===== src/rtl/mlt3_pkg.sv =====
package mlt3_pkg;
    typedef enum logic [1:0] {
        LV_ZERO_UP = 2'd0,
        LV_POS     = 2'd1,
        LV_ZERO_DN = 2'd2,
        LV_NEG     = 2'd3
    } mlt3_state_t;

    localparam logic [1:0] CODE_ZERO = 2'b00;
    localparam logic [1:0] CODE_POS  = 2'b01;
    localparam logic [1:0] CODE_NEG  = 2'b11;
endpackage


===== src/rtl/mlt3_symbol_stage.sv =====
module mlt3_symbol_stage #(
    parameter int          SYM_W     = 5,
    parameter logic [SYM_W-1:0] IDLE_CODE = '1
) (
    input  logic             clk,
    input  logic             rst_n,
    input  logic             sym_en,
    input  logic [SYM_W-1:0] sym_in,
    output logic [SYM_W-1:0] hold_word,
    output logic             ser_bit
);
    localparam int TOP = SYM_W - 1;

    logic [SYM_W-1:0] hold_q;
    logic [SYM_W-1:0] shift_q;

    // holding register, idle code after reset
    always_ff @(posedge clk or negedge rst_n) begin
        if (!rst_n)      hold_q <= IDLE_CODE;
        else if (sym_en) hold_q <= sym_in;
    end

    // parallel load on the strobe, MSB-first shift otherwise
    always_ff @(posedge clk or negedge rst_n) begin
        if (!rst_n)      shift_q <= '0;
        else if (sym_en) shift_q <= hold_q;
        else             shift_q <= {shift_q[TOP-1:0], 1'b0};
    end

    assign hold_word = hold_q;
    assign ser_bit   = shift_q[TOP];
endmodule


===== src/rtl/mlt3_nrzi_stage.sv =====
module mlt3_nrzi_stage (
    input  logic clk,
    input  logic rst_n,
    input  logic ser_bit,
    output logic nrzi_lvl,
    output logic nrzi_edge
);
    logic nrzi_q;
    logic nrzi_d1;

    // a one toggles, a zero holds
    always_ff @(posedge clk or negedge rst_n) begin
        if (!rst_n) begin
            nrzi_q  <= 1'b0;
            nrzi_d1 <= 1'b0;
        end else begin
            nrzi_q  <= nrzi_q ^ ser_bit;
            nrzi_d1 <= nrzi_q;
        end
    end

    assign nrzi_lvl  = nrzi_q;
    assign nrzi_edge = nrzi_q ^ nrzi_d1;
endmodule


===== src/rtl/mlt3_level_fsm.sv =====
module mlt3_level_fsm
    import mlt3_pkg::*;
(
    input  logic       clk,
    input  logic       rst_n,
    input  logic       advance,
    output logic [1:0] level_code
);
    mlt3_state_t state_q;
    mlt3_state_t state_d;

    always_comb begin
        state_d = state_q;
        if (advance) begin
            unique case (state_q)
                LV_ZERO_UP: state_d = LV_POS;
                LV_POS:     state_d = LV_ZERO_DN;
                LV_ZERO_DN: state_d = LV_NEG;
                LV_NEG:     state_d = LV_ZERO_UP;
            endcase
        end
    end

    always_ff @(posedge clk or negedge rst_n) begin
        if (!rst_n) state_q <= LV_ZERO_UP;
        else        state_q <= state_d;
    end

    always_comb begin
        unique case (state_q)
            LV_ZERO_UP: level_code = CODE_ZERO;
            LV_POS:     level_code = CODE_POS;
            LV_ZERO_DN: level_code = CODE_ZERO;
            LV_NEG:     level_code = CODE_NEG;
        endcase
    end
endmodule


===== src/rtl/mlt3_tx_serializer.sv =====
module mlt3_tx_serializer #(
    parameter int SYM_W = 5
) (
    input  logic             clk,
    input  logic             rst_n,
    input  logic             sym_en,
    input  logic [SYM_W-1:0] sym_in,
    input  logic             out_en,
    input  logic             fast_mode,
    input  logic             loopback,
    output logic [1:0]       line_lvl,
    output logic             line_drive
);
    logic [SYM_W-1:0] hold_word;
    logic             ser_bit;
    logic             nrzi_lvl;
    logic             nrzi_edge;
    logic [1:0]       raw_level;
    logic             drive_ok;

    mlt3_symbol_stage #(.SYM_W(SYM_W), .IDLE_CODE({SYM_W{1'b1}})) u_sym (
        .clk(clk), .rst_n(rst_n), .sym_en(sym_en), .sym_in(sym_in),
        .hold_word(hold_word), .ser_bit(ser_bit)
    );

    mlt3_nrzi_stage u_nrzi (
        .clk(clk), .rst_n(rst_n), .ser_bit(ser_bit),
        .nrzi_lvl(nrzi_lvl), .nrzi_edge(nrzi_edge)
    );

    mlt3_level_fsm u_lvl (
        .clk(clk), .rst_n(rst_n), .advance(nrzi_edge), .level_code(raw_level)
    );

    // any one control releases the line; state keeps running
    assign drive_ok   = out_en & fast_mode & ~loopback;
    assign line_drive = drive_ok;
    assign line_lvl   = drive_ok ? raw_level : 2'b00;
endmodule


===== config.mk =====
export PLATFORM = sky130hd
export DESIGN_NAME = mlt3_tx_serializer
export DESIGN_NICKNAME = d
export VERILOG_FILES = /design/src/rtl/mlt3_pkg.sv /design/src/rtl/mlt3_symbol_stage.sv /design/src/rtl/mlt3_nrzi_stage.sv /design/src/rtl/mlt3_level_fsm.sv /design/src/rtl/mlt3_tx_serializer.sv
export SDC_FILE = /design/constraint.sdc
export NUM_CORES = 1
export LEC_CHECK = 0
export CORE_AREA = 2 2 48 50
export CTS_BUF_LIST = sky130_fd_sc_hd__clkbuf_4
export DETAILED_ROUTE_END_ITERATION = 8
export DIE_AREA = 0 0 50 52
export GPL_TIMING_DRIVEN = 0
export MAX_ROUTING_LAYER = met4
export SLEW_MARGIN = 10
export SYNTH_ARGS = -nofsm -noshare
export SYNTH_HDL_FRONTEND = slang
export SYNTH_SLANG_ARGS = --single-unit

===== constraint.sdc =====
create_clock -name clk -period 1.4 [get_ports clk]
set_input_delay 0.21 -clock clk [delete_from_list [all_inputs] [get_ports clk]]
set_output_delay 0.21 -clock clk [all_outputs]
set_load 0.02 [all_outputs]

== After elaboration in Yosys (flattened, before gate mapping) ==
Index checks and enable logic that the tools add are counted.
Word-level totals
  flip-flop bits (word level): 14
  bits of input ports: 11
  output and inout port bits: 3
  logic and storage cells: 19
Cells by class
  equality and inequality tests: 3
  mux-type cells: 4
  bitwise gates (word level): 5
  reduce and logical (&&, ||, !) cells: 2
Operator list (number)
  one-hot mux 2 bit (4 select lines): 1
  one-hot mux 2 bit (3 select lines): 1
  two-way mux 5 bit: 1
  == test 2 bit, second input constant: 2
  bitwise AND 1 bit: 2
  == test 2 x 1 -> 1 bit, second input constant: 1
  logical NOT 2 bit: 1
  two-way mux 2 bit: 1
  OR reduction 2 bit: 1
  bitwise XOR 1 bit: 2
  NOT 1 bit: 1

== Depth between registers and ports, before layout ==
Gate-level depths: netlist of run 1.
  depth in word-level cells: 4
  depth in mapped cells: 4
  gate-level depth less buffers: 4

== Cells and area by module ==
Synthesis of run 1 repeated with hierarchy kept, for this count alone.
Second synthesis, totals
  cells, all modules: 41
  area total of the unflattened synthesis: 640.6 um^2
By module, submodules not included
  mlt3_symbol_stage: instances 1, cells each 21, area an instance 410.4 um^2, sequential area each 256.5 um^2
  mlt3_level_fsm: instances 1, cells each 13, area an instance 132.6 um^2, sequential area each 50.0 um^2
  mlt3_nrzi_stage: instances 1, cells each 4, area an instance 67.6 um^2, sequential area each 50.0 um^2
  mlt3_tx_serializer: instances 1, cells each 3, area an instance 30.0 um^2, sequential area each 0.0 um^2

== Worst setup path after synthesis of run 1 ==
Ideal clock, no wire load.
  kind: reg-to-reg
  start: reg u_lvl.state_q[0]
  end: reg u_lvl.state_q[1]
  library setup time: 0.128 ns
  arrival time: 0.964 ns
  data required time: 1.272 ns
  slack: 0.308 ns
  cell stages (with the launch flop): 4
  buffers on the path: 0
  period minus slack after synthesis: 1.092 ns
  cell sequence: dfrtp_1 inv_1 ha_1 mux2_1
Between the ends
  longest elaborated chain between the ends: 2
  elaborated cells between the ends (all ways): 5
  classes of those cells: 3 x eq/ne; 1 x mux; 1 x reduce/logical
Ends and longest elaborated chain
  start: declaration: RTL line mlt3_level_fsm.sv:9  | mlt3_state_t state_q;
  start signal: assignment: RTL line mlt3_level_fsm.sv:26  | else state_q <= state_d;
  == test 2 bit (tied with other cells): RTL line mlt3_level_fsm.sv:15  | unique case (state_q)
  one-hot mux 2 bit (4 select lines) (*): RTL line mlt3_level_fsm.sv:15
Mark *: on every way between the ends. The rest lies on a longest branch, timed or not.
A chain may end at the register's enable or synchronous reset.

== Final worst setup path of run 1 ==
  start: reg u_lvl.state_q[0]
  end: out line_lvl[0]
Between the ends
  longest elaborated chain between the ends: 4
  elaborated cells between the ends (all ways): 7
  classes of those cells: 3 x eq/ne; 2 x mux; 2 x reduce/logical
Ends and longest elaborated chain
  == test 2 bit / logical NOT 2 bit (equally long branches): RTL line mlt3_level_fsm.sv:30  | unique case (state_q)
  OR reduction 2 bit (no line)
  one-hot mux 2 bit (3 select lines) (*): RTL line mlt3_level_fsm.sv:30
  two-way mux 2 bit (*): RTL line mlt3_tx_serializer.sv:38  | assign line_lvl = drive_ok ? raw_level : 2'b00;
  end: declaration: RTL line mlt3_tx_serializer.sv:11  | output logic [1:0] line_lvl,
Marks and branches as above.

==> metrics.cfg, run 1 <==
[status]
status = finished, violations left
violations = setup timing

[sta]
skew_ns = 0.002828
fmax_mhz = 710.6
fin_crit_ns = 1.407
hold_viol_final = 0
whs_ns = 0.2991
timing.final.max_slew_violations = 0
setup_viol = 1
finalSetupTns_ns = -0.007164
grt_setup_unrepaired = true
fin_ws_ns = -0.007164
tightest_slew_ns = 0.6016
maxSlewHeadroom_pct = 59.77
post-route-period-util_pct = 100.5

[clock_tree]
cts_tree = built
cts.path.max_buffers = 2
clock_latency_ns = 0.27
hold_buffers = 0
root_buffer = clkbuf_4
cts_max_level = 1
cts.clk_slew.worst_paths_ns = 0.08
cts_num_sinks = 14
cts_buffers = 3

[critical_path]
cp-start-kind = flip-flop
rr_worst_depth = 4
r2r_slack_ns = 0.14
path_cells = ha_2 > o21a_1 > buf_6
slowest_stage = dfrtp_1
reg2reg_to = u_lvl.state_q[1]
endpoint_kind = output pin
critical_path.max_stage_delay_ns = 0.43
startpoint = u_lvl.state_q[0]
critPathRequiredTime_ns = 1.19
crit_fanout = 3
worst-path-buf-inv = 1
arrival_ns = 1.20
critical_path.top_delay_family = flip-flops
criticalPathCategory = reg2out
timing.rr.start = u_lvl.state_q[1]

[placed_design]
place.gp.congestion = 0.5857
io_buffer_count = 12
dp.cells = 79
post-dp-hpwl_um = 586.1

[floorplanning]
ios = 14
num_rows = 17
die_width_um = 50
coreArea_mm2 = 0.002106
die-area_mm2 = 0.002600
die_y_um = 52
initial_core_util_pct = 28.10

[global_routing]
grt-ovfl-total = 0
grt_pass1_wl_um = 1407
grt.total_usage_pct = 7.551
grt_max_degree = 15
grt_pass1_vias = 344
grt_antenna_before_repair = 0

[power]
p_int_mw = 0.8555
p_comb_share_pct = 30.9
p_per_area_mw_per_mm2 = 1473
ir_worst_vdd_v = 0.0006086
seqPwrFrac_pct = 48.2
p_sw_share_pct = 28.48
p_leak_nw = 0.3599
power.switching_mw = 0.3407
clock_power_share_pct = 20.8
power.total_mw = 1.196

[finish]
fin_cells = 86
postLayoutCoreUtil_pct = 38.56
antenna_cells = 0
nets = 74
drive_gt1_share_pct = 43.10
areaGrowthSynthToFinish_pct = 37.21

[synth]
synth_area_um2 = 591.8
ys_seq_area_share_pct = 60.25
synth_cells = 39
postSynthAreaPerCell_um2 = 15.17
ys_ff_latch = 14
synth.largest_area_cell = dfrtp_1
yosysWarnings = 0
synth_nets = 54
yosys.area.top_type_share_pct = 38.05
ys_types = 13
ys_top_cells_by_area = dfrtp_1, dfstp_2, mux2_2, ha_1, mux2_1

[hold_path]
hp-class = in2reg
holdCritStartpoint = sym_en
hold_path_depth = 2
hold_path_end = u_sym.shift_q[0]

[routing]
ant_nets = 0
drt_iter0_drc = 1
num_vias = 351
viasPerCell = 4.081
drt-pass1-iter-count = 2
drc = 0
wirelength_um = 832
wl_per_cell_um = 9.674

[job]
cap_violations = 0

==> how the worst max path moves through the flow <==
stage,endpoint,slack [ns],depth (start not counted)
after floorplan,u_lvl.state_q[1],0.31,3
after CTS,line_lvl[0],-0.04,3
after global routing,line_lvl[0],-0.07,4
after global placement,line_lvl[1],-0.37,4
final,line_lvl[0],-0.007,3
after detailed placement,line_lvl[0],-0.40,4
==> layout by cell type, fill, tap and decap left out, drive strengths merged <==
cell type / synthesis / final
and2: 2 / 2
and3b: 1 / 1
buf: 1 / 6
clkbuf: 0 / 5
clkdlybuf4s50: 0 / 9
dfrtp: 9 / 9
dfstp: 5 / 5
ha: 4 / 4
inv: 2 / 2
mux2: 10 / 10
mux2i: 1 / 1
nor2: 1 / 1
o21a: 1 / 1
xor2: 2 / 2
==> through the flow <==
step | setup WS (ns) | area [µm²]
after CTS | -0.04234 | 774.5
after detailed placement | -0.3984 | 747.0
after global routing | -0.07085 | 812.0
after global placement | -0.3713 | 747.0
after floorplan | 0.3083 | 591.8
final | -0.007164 | 812.0
==> cell usage after synthesis <==
library cell,number
o21a_1,1
nor2_1,1
mux2i_1,1
and3b_1,1
dfrtp_1,9
and2_1,2
ha_1,4
mux2_2,6
mux2_1,4
xor2_1,2
buf_2,1
inv_1,2
dfstp_2,5
==> flip-flops by register name, summed over array words and instances (netlist names) <==
name	count
u_lvl.state_q	2
u_sym.shift_q	5
u_sym.hold_word	5
u_nrzi.nrzi_lvl	1
u_nrzi.nrzi_d1	1
==> cells by family (layout without fill, tap and decap cells) <==
| family | Yosys count | in the layout | synth area share (%) |
|---|---|---|---|
| adder cells (fa/ha/maj) | 4 | 4 | 8.457 |
| multiplexers | 11 | 11 | 20.72 |
| flip-flops | 14 | 14 | 60.26 |
| XOR/XNOR | 2 | 2 | 2.960 |
| buffers and inverters | 3 | 22 | 2.114 |
| AND/OR/NAND/NOR | 4 | 4 | 4.228 |
| AO/OA/AOI/OAI | 1 | 1 | 1.269 |
==> power by group through the flow <==
stage,logic [mW],registers [mW],clock network (mW)
finish,0.370,0.577,0.249
global route,0.426,0.592,0.290
CTS,0.319,0.567,0.267
detailed placement,0.298,0.580,0
global placement,0.287,0.576,0
floorplan,0.214,0.565,0
==> area by class of cell <==
class,count,area [µm²]
Buffer,1,5.005
Timing Repair Buffer,15,140.1
Inverter,2,7.507
Fill cell,203,1294
Multi-Input combinational cell,22,237.7
Sequential cell,14,356.6
Tap cell,28,35.03
Clock buffer,4,30.03
==> worst reg2reg max path: stages (launching register included) <==
cell and delay, ns:
dfrtp_1 0.39, inv_2 0.07, buf_4 0.13, ha_1 0.25, mux2_1 0.30
==> what timing repair did <==
| action | CTS | global route |
|---|---|---|
| buffers inserted | 1 | 2 |
| pin swaps | 0 | 2 |
| gates resized for setup | 10 | 9 |
| endpoints found under the setup margin | 3 | 3 |
==> per-layer routing <==
layer  up-vias  GRT usage, %  part of all wire [%]
met1       173         7.734                    40
met5         -             -                     0
li1        166             -                     -
met4         0         4.167                     0
met3         0         2.011                   6.5
met2        12         13.16                    53
Power figures use the tool's default switching activity.
==> inputs of run 2 (changes only) <==
- CORE_AREA: 2 2 48 50 -> 5 5 51 53
- DIE_AREA: 0 0 50 52 -> 0 0 56 58
- DONT_BUFFER_PORTS: not set -> 1
==> run 2 against run 1 <==
  * The flow now finishes without violations
  * Fmax rose by 4.7%
  * Core utilization fell by 6.5 points
  * Critical path type unchanged
  * Routed wire length fell by 11%
  * Largest power group unchanged
  * Via count fell by 15%
  * Critical endpoint unchanged
  * Combinational power fell by 26%
==> metrics.cfg, run 2 (synthesis gave the netlist of run 1 again) <==
[floorplanning]
ios = 14
initial_core_util_pct = 28.10
num_rows = 17
die-area_mm2 = 0.003248
coreArea_mm2 = 0.002106
die_y_um = 58
die_width_um = 56

[placed_design]
dpl_cell_area_um2 = 626.9
dp.cells = 67
io_buffer_count = 0
place.gp.congestion = 0.6234
preCtsSetupSlack_ns = 0.2413

[routing]
drc = 0
viasPerCell = 4.139
drt_iter0_drc = 0
ant_nets = 0
drt-pass1-iter-count = 1
wirelength_um = 740
num_vias = 298
wl_per_cell_um = 10.28

[global_routing]
grt-ovfl-total = 0
grt_max_degree = 15
grt.total_usage_pct = 5.585
grt_pass1_vias = 359
grt_pass1_wl_um = 1421
grt_antenna_before_repair = 0

[critical_path]
endpoint_kind = output pin
critical_path.top_delay_family = flip-flops
r2r_slack_ns = 0.23
cp-start-kind = flip-flop
worst-path-buf-inv = 1
timing.rr.start = u_lvl.state_q[0]
slowest_stage = dfrtp_1
reg2reg_to = u_lvl.state_q[1]
critical_path.max_stage_delay_ns = 0.41
critPathRequiredTime_ns = 1.19
criticalPathCategory = reg2out
crit_fanout = 4
arrival_ns = 1.13
rr_worst_depth = 3
path_cells = inv_2 > ha_2 > o21a_4

[sta]
grt_setup_unrepaired = false
tightest_slew_ns = 0.5843
maxSlewHeadroom_pct = 60.91
fin_ws_ns = 0.05661
setup_viol = 0
whs_ns = 0.07168
timing.final.max_slew_violations = 0
fmax_mhz = 744.4
hold_viol_final = 0
post-route-period-util_pct = 95.96
fin_crit_ns = 1.343
finalSetupTns_ns = 0
skew_ns = 0.004744

[finish]
final_cell_area_um2 = 675.6
drive_gt1_share_pct = 43.18
final_cell_mix = dfrtp_1, mux2_2, dfstp_2
areaGrowthSynthToFinish_pct = 14.16
antenna_cells = 0
fin_cells = 72
postLayoutCoreUtil_pct = 32.09
fillers = 217
final_common_cell = dfrtp_1
nets = 60

[clock_tree]
cts_tree = built
cts_max_level = 1
cts_buffers = 3
cts.clk_slew.worst_paths_ns = 0.08
cts.path.max_buffers = 2
cts_setup_buffers = 0
root_buffer = clkbuf_4
clock_latency_ns = 0.27
cts_num_sinks = 14

[power]
p_leak_nw = 0.2949
power.total_mw = 1.063
ir_worst_vdd_v = 0.0007772
p_per_area_mw_per_mm2 = 1574

[hold_path]
holdCritStartpoint = sym_in[3]
hp-class = in2reg
hold_path_depth = 1
hold_path_end = u_sym.hold_word[3]

[job]
cap_violations = 0

[status]
status = completed

-- run 2: report_power, final --
part           total [mW]  leakage [nW]  internal, mW  switching (mW)
registers           0.573         0.160         0.511          0.0625
clock network       0.219        0.0154         0.103           0.116
logic               0.272         0.119         0.141           0.131
total                1.06         0.295         0.754           0.309
-- run 2: layout make-up --
class | instances | area, µm² | area share [%]
clock inverter | 1 | 3.754 | 0.5556
inverter | 2 | 7.507 | 1.111
multi-input combinational | 22 | 235.2 | 34.81
sequential | 14 | 356.6 | 52.78
buffer | 1 | 5.005 | 0.7407
timing repair buffer | 1 | 10.01 | 1.481
clock buffer | 3 | 22.52 | 3.333
tap | 28 | 35.03 | 5.185
-- run 2: worst reg2reg max path, cell delays in order, from the launching register on --
cell     delay (ns)
dfrtp_1        0.39
inv_1          0.09
ha_1           0.29
mux2_1         0.29
-- run 2: layer usage --
metal | GRT usage, % | vias up | share of wire (%)
li1 | - | 139 | -
met1 | 5.858 | 147 | 40
met2 | 8.848 | 12 | 49
met3 | 2.450 | 0 | 11
met4 | 3.051 | 0 | 0
met5 | - | - | 0
-- run 2: how the worst max path moves through the flow --
stage / from / end / slack [ns] / depth (start not counted)
floorplan: u_lvl.state_q[0] / u_lvl.state_q[1] / 0.31 / 3
global placement: u_lvl.state_q[0] / u_lvl.state_q[1] / 0.27 / 3
detailed placement: u_lvl.state_q[0] / u_lvl.state_q[1] / 0.24 / 3
CTS: u_lvl.state_q[1] / line_lvl[0] / 0.02 / 3
global route: u_lvl.state_q[1] / line_lvl[0] / 0.003 / 3
finish: u_lvl.state_q[1] / line_lvl[0] / 0.06 / 3
-- run 2: repair_timing --
item	4_1_cts	5_1_grt
hold buffers	1	0
resized for setup	0	5
endpoints found under the setup margin	0	1
hold endpoints to repair	14	0
==> inputs of run 3 (changes only) <==
- CORE_AREA: 5 5 51 53 -> 2 2 48 50
- DIE_AREA: 0 0 56 58 -> 0 0 50 52
==> run 3 against run 2 <==
  * Clock skew is 0.00066 ns higher
  * Via count is 3.0% lower
  * Die area is 20% lower
  * Sequential share of layout area is 0.098 points higher
  * Largest cell class unchanged
  * Largest power group unchanged
==> metrics.cfg, run 3 (synthesis gave the netlist of run 1 again) <==
[global_routing]
grt-ovfl-total = 0
grt.total_usage_pct = 6.997
grt_pass1_wl_um = 1290
grt_antenna_before_repair = 0
grt_pass1_vias = 321
grt_max_degree = 15

[finish]
postLayoutCoreUtil_pct = 32.03
final_common_cell = dfrtp_1
final_cell_mix = dfrtp_1, mux2_2, dfstp_2
drive_gt1_share_pct = 43.18
antenna_cells = 0
fillers = 215
multi_input_area_um2 = 234.0
seq_area_um2 = 356.6
nets = 60
final_cell_area_um2 = 674.4
areaGrowthSynthToFinish_pct = 13.95

[sta]
setup_viol = 0
fin_crit_ns = 1.341
hold_viol_final = 0
finalSetupTns_ns = 0
timing.final.max_slew_violations = 0
grt_setup_unrepaired = true
post-route-period-util_pct = 95.82
fmax_mhz = 745.5
maxSlewHeadroom_pct = 60.38
skew_ns = 0.005400
tightest_slew_ns = 0.5923

[placed_design]
dpl_cell_area_um2 = 626.9
post-dp-hpwl_um = 532.6
place.gp.congestion = 0.6092
io_buffer_count = 0

[critical_path]
path_cells = inv_2 > ha_2 > o21a_4
arrival_ns = 1.13
critical_path.top_delay_family = flip-flops
rr_worst_depth = 3
critPathRequiredTime_ns = 1.19
cp.depth = 3
worst-path-buf-inv = 1
crit_fanout = 4
endpoint_kind = output pin
critical_path.max_stage_delay_ns = 0.40
cp-start-kind = flip-flop
slowest_stage = dfrtp_1
criticalPathCategory = reg2out

[routing]
ant_nets = 0
drc = 0
wl_per_cell_um = 10.32
num_vias = 289
drt_iter0_drc = 1
wirelength_um = 743
drt-pass1-iter-count = 2
viasPerCell = 4.014

[power]
p_per_area_mw_per_mm2 = 1588
p_leak_nw = 0.2973
power.total_mw = 1.071
ir_worst_vdd_v = 0.0005272

[floorplanning]
die-area_mm2 = 0.002600
ios = 14
die_y_um = 52
initial_core_util_pct = 28.10
coreArea_mm2 = 0.002106
num_rows = 17
die_width_um = 50

[clock_tree]
cts.path.max_buffers = 2
cts_max_level = 1
cts_num_sinks = 14
root_buffer = clkbuf_4
clock_latency_ns = 0.27
cts_buffers = 3
cts.clk_slew.worst_paths_ns = 0.08
cts_tree = built

[status]
status = completed

[job]
cap_violations = 0

[hold_path]
hold_path_depth = 1
hp-class = in2reg

-- run 3: cell counts in the layout (fill, tap and decap cells not counted) --
No cell type changed its count.
-- run 3: worst paths after layout --
check | from | to | slack (ns)
worst max-delay path | u_lvl.state_q[1] | line_lvl[0] | 0.06
worst min-delay path | sym_in[0] | u_sym.hold_word[0] | 0.07
worst max register to register | u_lvl.state_q[0] | u_lvl.state_q[1] | 0.23
worst min register to register | u_sym.shift_q[4] | u_nrzi.nrzi_lvl | 0.44
max in group asynchronous | rst_n | u_lvl.state_q[1] | 0.64
min in group asynchronous | rst_n | u_sym.shift_q[0] | 0.37
-- run 3: power by group --
group          switching (mW)  total (mW)  leakage (nW)  internal, mW
clock                   0.121       0.225        0.0154         0.103
sequential             0.0632       0.574         0.160         0.511
combinational           0.133       0.272         0.122         0.139
total                   0.318        1.07         0.297         0.753
-- run 3: per-stage QoR --
stage	hold slack [ns]	setup slack, ns	std cells
detailed placement	-0.08520	0.2306	67
finish	0.06967	0.05858	72
CTS	0.05589	0.007728	72
global route	0.04890	-0.001653	72
floorplan	-0.08559	0.3083	39
global placement	-0.08521	0.2696	67
-- run 3: routing by layer --
metal  track usage [%]  part of all wire, %  vias to the layer above
li1                  -                    -                      138
met1             7.246                   45                      139
met2             11.18                   48                       12
met3             2.011                  6.7                        0
met4             5.556                    0                        0
met5                 -                    0                        -
-- run 3: what timing repair did --
item | CTS | global route
gates resized for setup | 0 | 5
endpoints found under the hold margin | 14 | 0
setup buffers | 0 | 0
endpoints found under the setup margin | 0 | 1
hold buffers | 1 | 0
-- run 3: layout make-up --
type	instances	share of cell area, %
flip-flops and latches	14	52.88
multi-input cells	22	34.69
well taps	28	5.195
clock buffers	3	3.340
repair buffers	1	1.484
inverters	2	1.113
plain buffers	1	0.7421
clock inverters	1	0.5566
